File: src/rtl/framer_pkg.sv
package framer_pkg;

    localparam logic [3:0] ESC_NIB      = 4'hF;
    localparam logic [3:0] CODE_SOC_RST = 4'hF;
    localparam logic [3:0] CODE_SOC     = 4'h4;
    localparam logic [3:0] CODE_MARK    = 4'h8;

    localparam logic [7:0] CMD_SOC_RST = {ESC_NIB, CODE_SOC_RST};
    localparam logic [7:0] CMD_SOC     = {ESC_NIB, CODE_SOC};
    localparam logic [7:0] CMD_MARK    = {ESC_NIB, CODE_MARK};

    typedef enum logic {
        ST_IDLE = 1'b0,
        ST_CELL = 1'b1
    } frm_state_e;

    typedef struct packed {
        logic       valid;
        logic       is_cmd;
        logic [7:0] data;
    } octet_t;

endpackage

File: src/rtl/framer_sync_edge.sv
module framer_sync_edge (
    input  logic clk,
    input  logic rst_n,
    input  logic pulse_in,
    output logic rise
);
    typedef struct packed {
        logic prev;
    } edge_t;

    edge_t r_d, r_q;

    always_comb begin
        r_d      = r_q;
        r_d.prev = pulse_in;
        rise     = pulse_in & ~r_q.prev;
    end

    always_ff @(posedge clk or negedge rst_n) begin
        if (!rst_n) r_q <= '0;
        else        r_q <= r_d;
    end
endmodule

File: src/rtl/framer_scrambler.sv
module framer_scrambler #(
    parameter int              LFSR_W = 7,
    parameter logic [LFSR_W-1:0] TAPS = 7'h60,
    parameter logic [LFSR_W-1:0] SEED = 7'h2B,
    parameter int              NIB_W  = 4
) (
    input  logic       clk,
    input  logic       rst_n,
    input  logic       load,
    input  logic       advance,
    output logic [7:0] key
);
    localparam int STEPS = 8 / NIB_W;

    typedef struct packed {
        logic [LFSR_W-1:0] state;
    } scr_t;

    scr_t s_d, s_q;
    logic [LFSR_W-1:0] walk;
    logic              fb;

    always_comb begin
        walk = s_q.state;
        key  = '0;
        fb   = 1'b0;
        for (int n = 0; n < STEPS; n++) begin
            for (int b = 0; b < NIB_W; b++) begin
                fb   = ^(walk & TAPS);
                key[7 - (n * NIB_W + b)] = fb;
                walk = {walk[LFSR_W-2:0], fb};
            end
        end
        s_d = s_q;
        if (load)         s_d.state = SEED;
        else if (advance) s_d.state = walk;
    end

    always_ff @(posedge clk or negedge rst_n) begin
        if (!rst_n) s_q.state <= SEED;
        else        s_q       <= s_d;
    end
endmodule

File: src/rtl/atm_cell_framer.sv
module atm_cell_framer #(
    parameter int                CELL_LEN = 53,
    parameter int                LFSR_W   = 7,
    parameter logic [LFSR_W-1:0] TAPS     = 7'h60,
    parameter logic [LFSR_W-1:0] SEED     = 7'h2B
) (
    input  logic       clk,
    input  logic       rst_n,
    input  logic       in_valid,
    input  logic [7:0] in_data,
    output logic       in_ready,
    input  logic       soc_reset_sel,
    input  logic       sync_in,
    output logic       out_valid,
    output logic [7:0] out_data,
    output logic       out_is_cmd
);
    import framer_pkg::*;

    localparam int               CNT_W = $clog2(CELL_LEN);
    localparam logic [CNT_W-1:0] LAST  = CNT_W'(CELL_LEN - 1);

    typedef struct packed {
        frm_state_e       st;
        logic [CNT_W-1:0] cnt;
        logic             first;
        octet_t           o;
    } ctl_t;

    ctl_t c_d, c_q;
    logic       sync_rise;
    logic       scr_load;
    logic       scr_adv;
    logic [7:0] key;

    framer_sync_edge i_edge (
        .clk      (clk),
        .rst_n    (rst_n),
        .pulse_in (sync_in),
        .rise     (sync_rise)
    );

    framer_scrambler #(
        .LFSR_W (LFSR_W),
        .TAPS   (TAPS),
        .SEED   (SEED),
        .NIB_W  (4)
    ) i_scr (
        .clk     (clk),
        .rst_n   (rst_n),
        .load    (scr_load),
        .advance (scr_adv),
        .key     (key)
    );

    always_comb begin
        c_d        = c_q;
        c_d.o.valid = 1'b0;
        in_ready   = 1'b0;
        scr_load   = 1'b0;
        scr_adv    = 1'b0;
        if (sync_rise) begin
            c_d.o.valid  = 1'b1;
            c_d.o.is_cmd = 1'b1;
            c_d.o.data   = CMD_MARK;
        end else if (c_q.st == ST_CELL) begin
            if (in_valid) begin
                in_ready     = 1'b1;
                scr_adv      = 1'b1;
                c_d.o.valid  = 1'b1;
                c_d.o.is_cmd = 1'b0;
                c_d.o.data   = in_data ^ key;
                if (c_q.cnt == LAST) begin
                    c_d.st  = ST_IDLE;
                    c_d.cnt = '0;
                end else begin
                    c_d.cnt = c_q.cnt + 1'b1;
                end
            end
        end else if (in_valid) begin
            c_d.o.valid  = 1'b1;
            c_d.o.is_cmd = 1'b1;
            if (soc_reset_sel || c_q.first) begin
                scr_load   = 1'b1;
                c_d.o.data = CMD_SOC_RST;
            end else begin
                c_d.o.data = CMD_SOC;
            end
            c_d.first = 1'b0;
            c_d.st    = ST_CELL;
            c_d.cnt   = '0;
        end
    end

    always_ff @(posedge clk or negedge rst_n) begin
        if (!rst_n) begin
            c_q.st    <= ST_IDLE;
            c_q.cnt   <= '0;
            c_q.first <= 1'b1;
            c_q.o     <= '0;
        end else begin
            c_q <= c_d;
        end
    end

    assign out_valid  = c_q.o.valid;
    assign out_data   = c_q.o.data;
    assign out_is_cmd = c_q.o.is_cmd;
endmodule

File: config.mk
export PLATFORM = sky130hd
export DESIGN_NAME = atm_cell_framer
export DESIGN_NICKNAME = d
export VERILOG_FILES = /design/src/rtl/framer_pkg.sv /design/src/rtl/framer_sync_edge.sv /design/src/rtl/framer_scrambler.sv /design/src/rtl/atm_cell_framer.sv
export SDC_FILE = /design/constraint.sdc
export NUM_CORES = 1
export LEC_CHECK = 0
export ABC_AREA = 1
export BUFFER_PORTS_ARGS = -buffer_cell sky130_fd_sc_hd__buf_2
export CAP_MARGIN = 20
export CORE_ASPECT_RATIO = 1.4
export CORE_UTILIZATION = 30
export DETAILED_ROUTE_END_ITERATION = 7
export PLACE_DENSITY = 0.44
export SLEW_MARGIN = 20
export SYNTH_ARGS = -nofsm -noshare
export SYNTH_HDL_FRONTEND = slang
export SYNTH_HIERARCHICAL = 1
export SYNTH_SLANG_ARGS = --single-unit
File: constraint.sdc
create_clock -name clk -period 4.37 [get_ports clk]
set_input_delay 0.874 -clock clk [delete_from_list [all_inputs] [get_ports clk]]
set_output_delay 0.874 -clock clk [all_outputs]
set_load 0.01 [all_outputs]
[Word level (Yosys, flattened, before mapping)]
Cells that the tools add are included.
Storage, ports and cells
  bits in registers: 26
  output and inout port bits: 11
  logic and storage cells: 46
Cells by class
  reduce and logical (&&, ||, !) cells: 13
  bitwise gates (word level): 5
  add/subtract/negate cells: 1
  multiplexer cells: 18
  equal/unequal tests: 1
Operators with widths (count)
  $reduce_xor 7->1: 8
  $mux 10: 3
  $mux 7: 4
  $mux 18: 1
  $mux 1: 8
  $xor 8x8->8: 1
  $add 6x1->6 const B: 1
  $eq 6x6->1 const B: 1
  $mux 6: 1
  $mux 4: 1
  $reduce_bool 2->1: 2
  $not 1->1: 3
  $reduce_and 3->1: 1
  $reduce_and 2->1: 1
  $and 1x1->1: 1
  $logic_or 1x1->1: 1

[Longest topological paths before layout]
  depth after elaboration: 6
  gate-level depth with buffers: 12

[By module]
Netlist, hierarchy kept.
By module, submodules not included
  atm_cell_framer: seq. area each 451.7 µm², area each 996.0 µm², times used 1, cells each 123
  framer_scrambler: seq. area each 180.2 µm², area each 431.7 µm², times used 1, cells each 56
  framer_sync_edge: seq. area each 25.0 µm², area each 35.0 µm², times used 1, cells each 3

[Worst setup path before layout]
No wires, ideal clock.
  path type: input-to-output
  start: in sync_in
  end: out in_ready
  data arrival time: 1.380 ns
  buffers on the path: 0
  path slack: 2.116 ns
  cell stages on the path: 5
  cell sequence: inv_1 nor2_2 nor2_8 nand2_4 inv_2
On the way
  longest elaborated chain between the ends: 2
RTL lines
  from (decl): line atm_cell_framer.sv:13  | input logic sync_in,
  $and 1x1->1: line framer_sync_edge.sv:16  | rise = pulse_in & ~r_q.prev;
  via sync_rise: line atm_cell_framer.sv:31  | logic sync_rise;
  $mux 1: line atm_cell_framer.sv:62  | if (sync_rise) begin
  to (decl): line atm_cell_framer.sv:11  | output logic in_ready,
The timed path passes the listed nets, and every way through them passes these cells.

[Final worst setup path]
Ends and elaborated chain as after synthesis.

==> metrics.txt <==
top routing layer used met4; Slew @ Worst Pin about 0.6 ns; initial antenna violation count 0; latest clock arrival within the worst-skew pair 0.27 ns; RD Place Congestion ~0.80; post-layout min period ~2.6 ns; post-synthesis mux area share 0; Clk pwr share 0.154; Critical Path, Cell by Cell buf_2 > inv_1 > nor2_2 > nor2_8 > nand2_4 > inv_2 > buf_2; Mapped Cells between 150 and 200; Internal Power roughly 610 uW; critical path required time 3.50 ns; syn avg cell area approximately 8 um2; Max Cap Viol 0; Worst path slowest cell nor2_2; Sink Count 26; startpoint types input port; Setup Skew between 0.007 and 0.008 ns; 1st-iter DRT viols 65; Reg area ~660 um2; Post-CTS Setup Bufs 0; Die Area slightly above 5000 um2; final design utilization 0.357; Metal-1 WL ~1.2 mm; Top Ports 24; syn_nets 197; metal3 WL 92 um; crit-path max FO 12; crit path DAT around 1.7 ns; via count around 1100; Die Wd about 60 um; total grt overflow 0; final wirelength between 2 and 3 mm; crit-path leading delay family simple AND/OR/NAND/NOR gates; 1st-pass router iterations 3; Multi-input gate area roughly 630 um2; global-route wire length before repair roughly 4.8 mm; switch share 0.398; synth unique cells 25; Final Cycle Share 0.588; Antenna Cells 0; hpwl dp between 2 and 2.5 mm; count of state elements after synthesis 26; Filler Cells Inserted 510; endpoints failing setup 0; Mapped Area between 1000 and 1500 um2; Synth Area in Adders 0.0171; RSZ-0062 raised after global routing false; Max-slew headroom 0.604; status finished, final reports clean; Area Overhead vs Synth 12.3%; Final Cell Area around 1600 um2; CTS resizes 0; Post-Synth Simple-Gate Area 0.279; worst min-delay path category register to register; vias in the first global route 1143; met2 routed WL 1.38 mm; most frequent cells in the layout nand2_1, inv_1, buf_2; Initial Utilization 0.317; Antenna Nets Post-Route 0; peak supply drop 279 uV; leading cell type in the layout, fill and taps excluded nand2_1; total negative setup slack 0 ns; routed len/inst 10.5 um; sequential share of power 0.412; Die Height between 80 and 90 um; Fmax a little under 400 MHz; total CTS buffers 3; final hold vios 0; Top cell by count, worst path buf_2; clock tree buffer depth 2; CTS tree yes; YS warnings 6; largest net degree at the start of global routing 27; Worst-path clk slew roughly 0.090 ns; Seq/Total Area, Yosys 0.449; hold slack about 0.49 ns; dpl cell area 1590 um2; Buf/Inv on CP 4; # nets final 216; DRC errors left 0; Comb power frac 0.434; Synth Area in Compound Gates 0.0650; largest family of logic cells by synthesized area simple AND/OR/NAND/NOR gates; core area 4610 um2; CTS root buf clkbuf_8; worst setup path class input port to primary output; Crit. End Element primary output; pwr dens 619 nW/um2; Avg Vias per Cell between 4 and 5; CP peak stage delay around 0.26 ns; htree depth 1; leakage power about 0.85 nW; P_sw between 400 and 500 uW; Synth Area in XOR/XNOR 0.0719; port bufs 23; share of layout cells above drive strength 1 0.240; GRT Util Overall 0.123; num rows 29; Hold-fix buffers, CTS 0; max-slew violation count 0
==> per-stage QoR <==
stage,std cells,setup WS [ns],power (mW)
final,262,1.80,1.02
after detailed placement,258,1.79,0.875
after floorplan,182,2.12,0.804
after global placement,258,1.82,0.871
after CTS,262,1.78,1.04
after global routing,262,1.72,1.12
==> flip-flops by register name, indices dropped and copies added (netlist names) <==
signal,flops
out_valid,1
i_edge/r_q,1
out_is_cmd,1
i_scr/s_q,7
out_data,8
c_q,8
==> power groups by stage <==
stage	combinational [mW]	clock [mW]	sequential (mW)
3_3_place_gp	0.451	0	0.420
3_5_place_dp	0.450	0	0.425
6_report	0.441	0.157	0.419
2_1_floorplan	0.394	0	0.409
5_1_grt	0.515	0.172	0.432
4_1_cts	0.453	0.164	0.420
==> cell families after synthesis <==
| logic type | Yosys count |
|---|---|
| compound gates | 17 |
| xor+xnor | 12 |
| fa+ha+maj | 2 |
| buf+inv | 37 |
| flops | 26 |
| simple gates | 88 |
==> worst register-to-register path: cells and delay by family (launching register included) <==
kind | cells | cell delay, ns
buf+inv | 1 | 0.13
compound gates | 2 | 0.23
simple gates | 3 | 0.66
flops | 1 | 0.53
==> layer usage <==
metal,vias up,global-route usage
met5,-,0
met3,4,0.0200
met1,498,0.142
li1,584,-
met4,0,0.0496
met2,18,0.215
==> worst paths after layout <==
kind                                      from                       end  slack [ns]  cells after the start
max                                    sync_in                  in_ready        1.80                      7
min                        c_q[10]$_DFFE_PN1P_       c_q[10]$_DFFE_PN1P_        0.49                      1
max reg2reg                c_q[10]$_DFFE_PN1P_  i_scr/s_q[3]$_DFFE_PN1P_        2.74                      6
min reg2reg                c_q[10]$_DFFE_PN1P_       c_q[10]$_DFFE_PN1P_        0.49                      1
max in group asynchronous                rst_n  i_scr/s_q[2]$_DFFE_PN0P_        3.39                      1
min in group asynchronous                rst_n   out_data[6]$_DFFE_PN0P_        0.60                      1
==> final cells by class <==
cell class                      count  area share
Inverter                           28      0.0640
Timing Repair Buffer               23      0.0701
Tap cell                           62      0.0472
Sequential cell                    26       0.400
Clock buffer                        4      0.0335
Multi-Input combinational cell    119       0.385
==> Yosys cell counts <==
cell type / n / area, um2
nand2_1: 49 / 184
inv_1: 23 / 86.3
dfrtp_1: 21 / 526
nor2_1: 13 / 48.8
nand3_1: 12 / 60.1
xnor2_1: 10 / 87.6
buf_4: 9 / 67.6
a21oi_1: 8 / 40.0
dfstp_2: 5 / 131
inv_2: 5 / 18.8
nand2_2: 5 / 31.3
and2_1: 2 / 12.5
ha_1: 2 / 25.0
nand2_4: 2 / 22.5
nor2_2: 2 / 12.5
o21ai_0: 2 / 10.0
o21ai_1: 2 / 10.0
o22ai_1: 2 / 12.5
xor2_1: 2 / 17.5
a21boi_0: 1 / 7.51
a22oi_1: 1 / 7.51
nor2_4: 1 / 11.3
nor2_8: 1 / 20.0
nor3_1: 1 / 5.00
o211ai_1: 1 / 7.51
(Power assumes the default switching activity.)
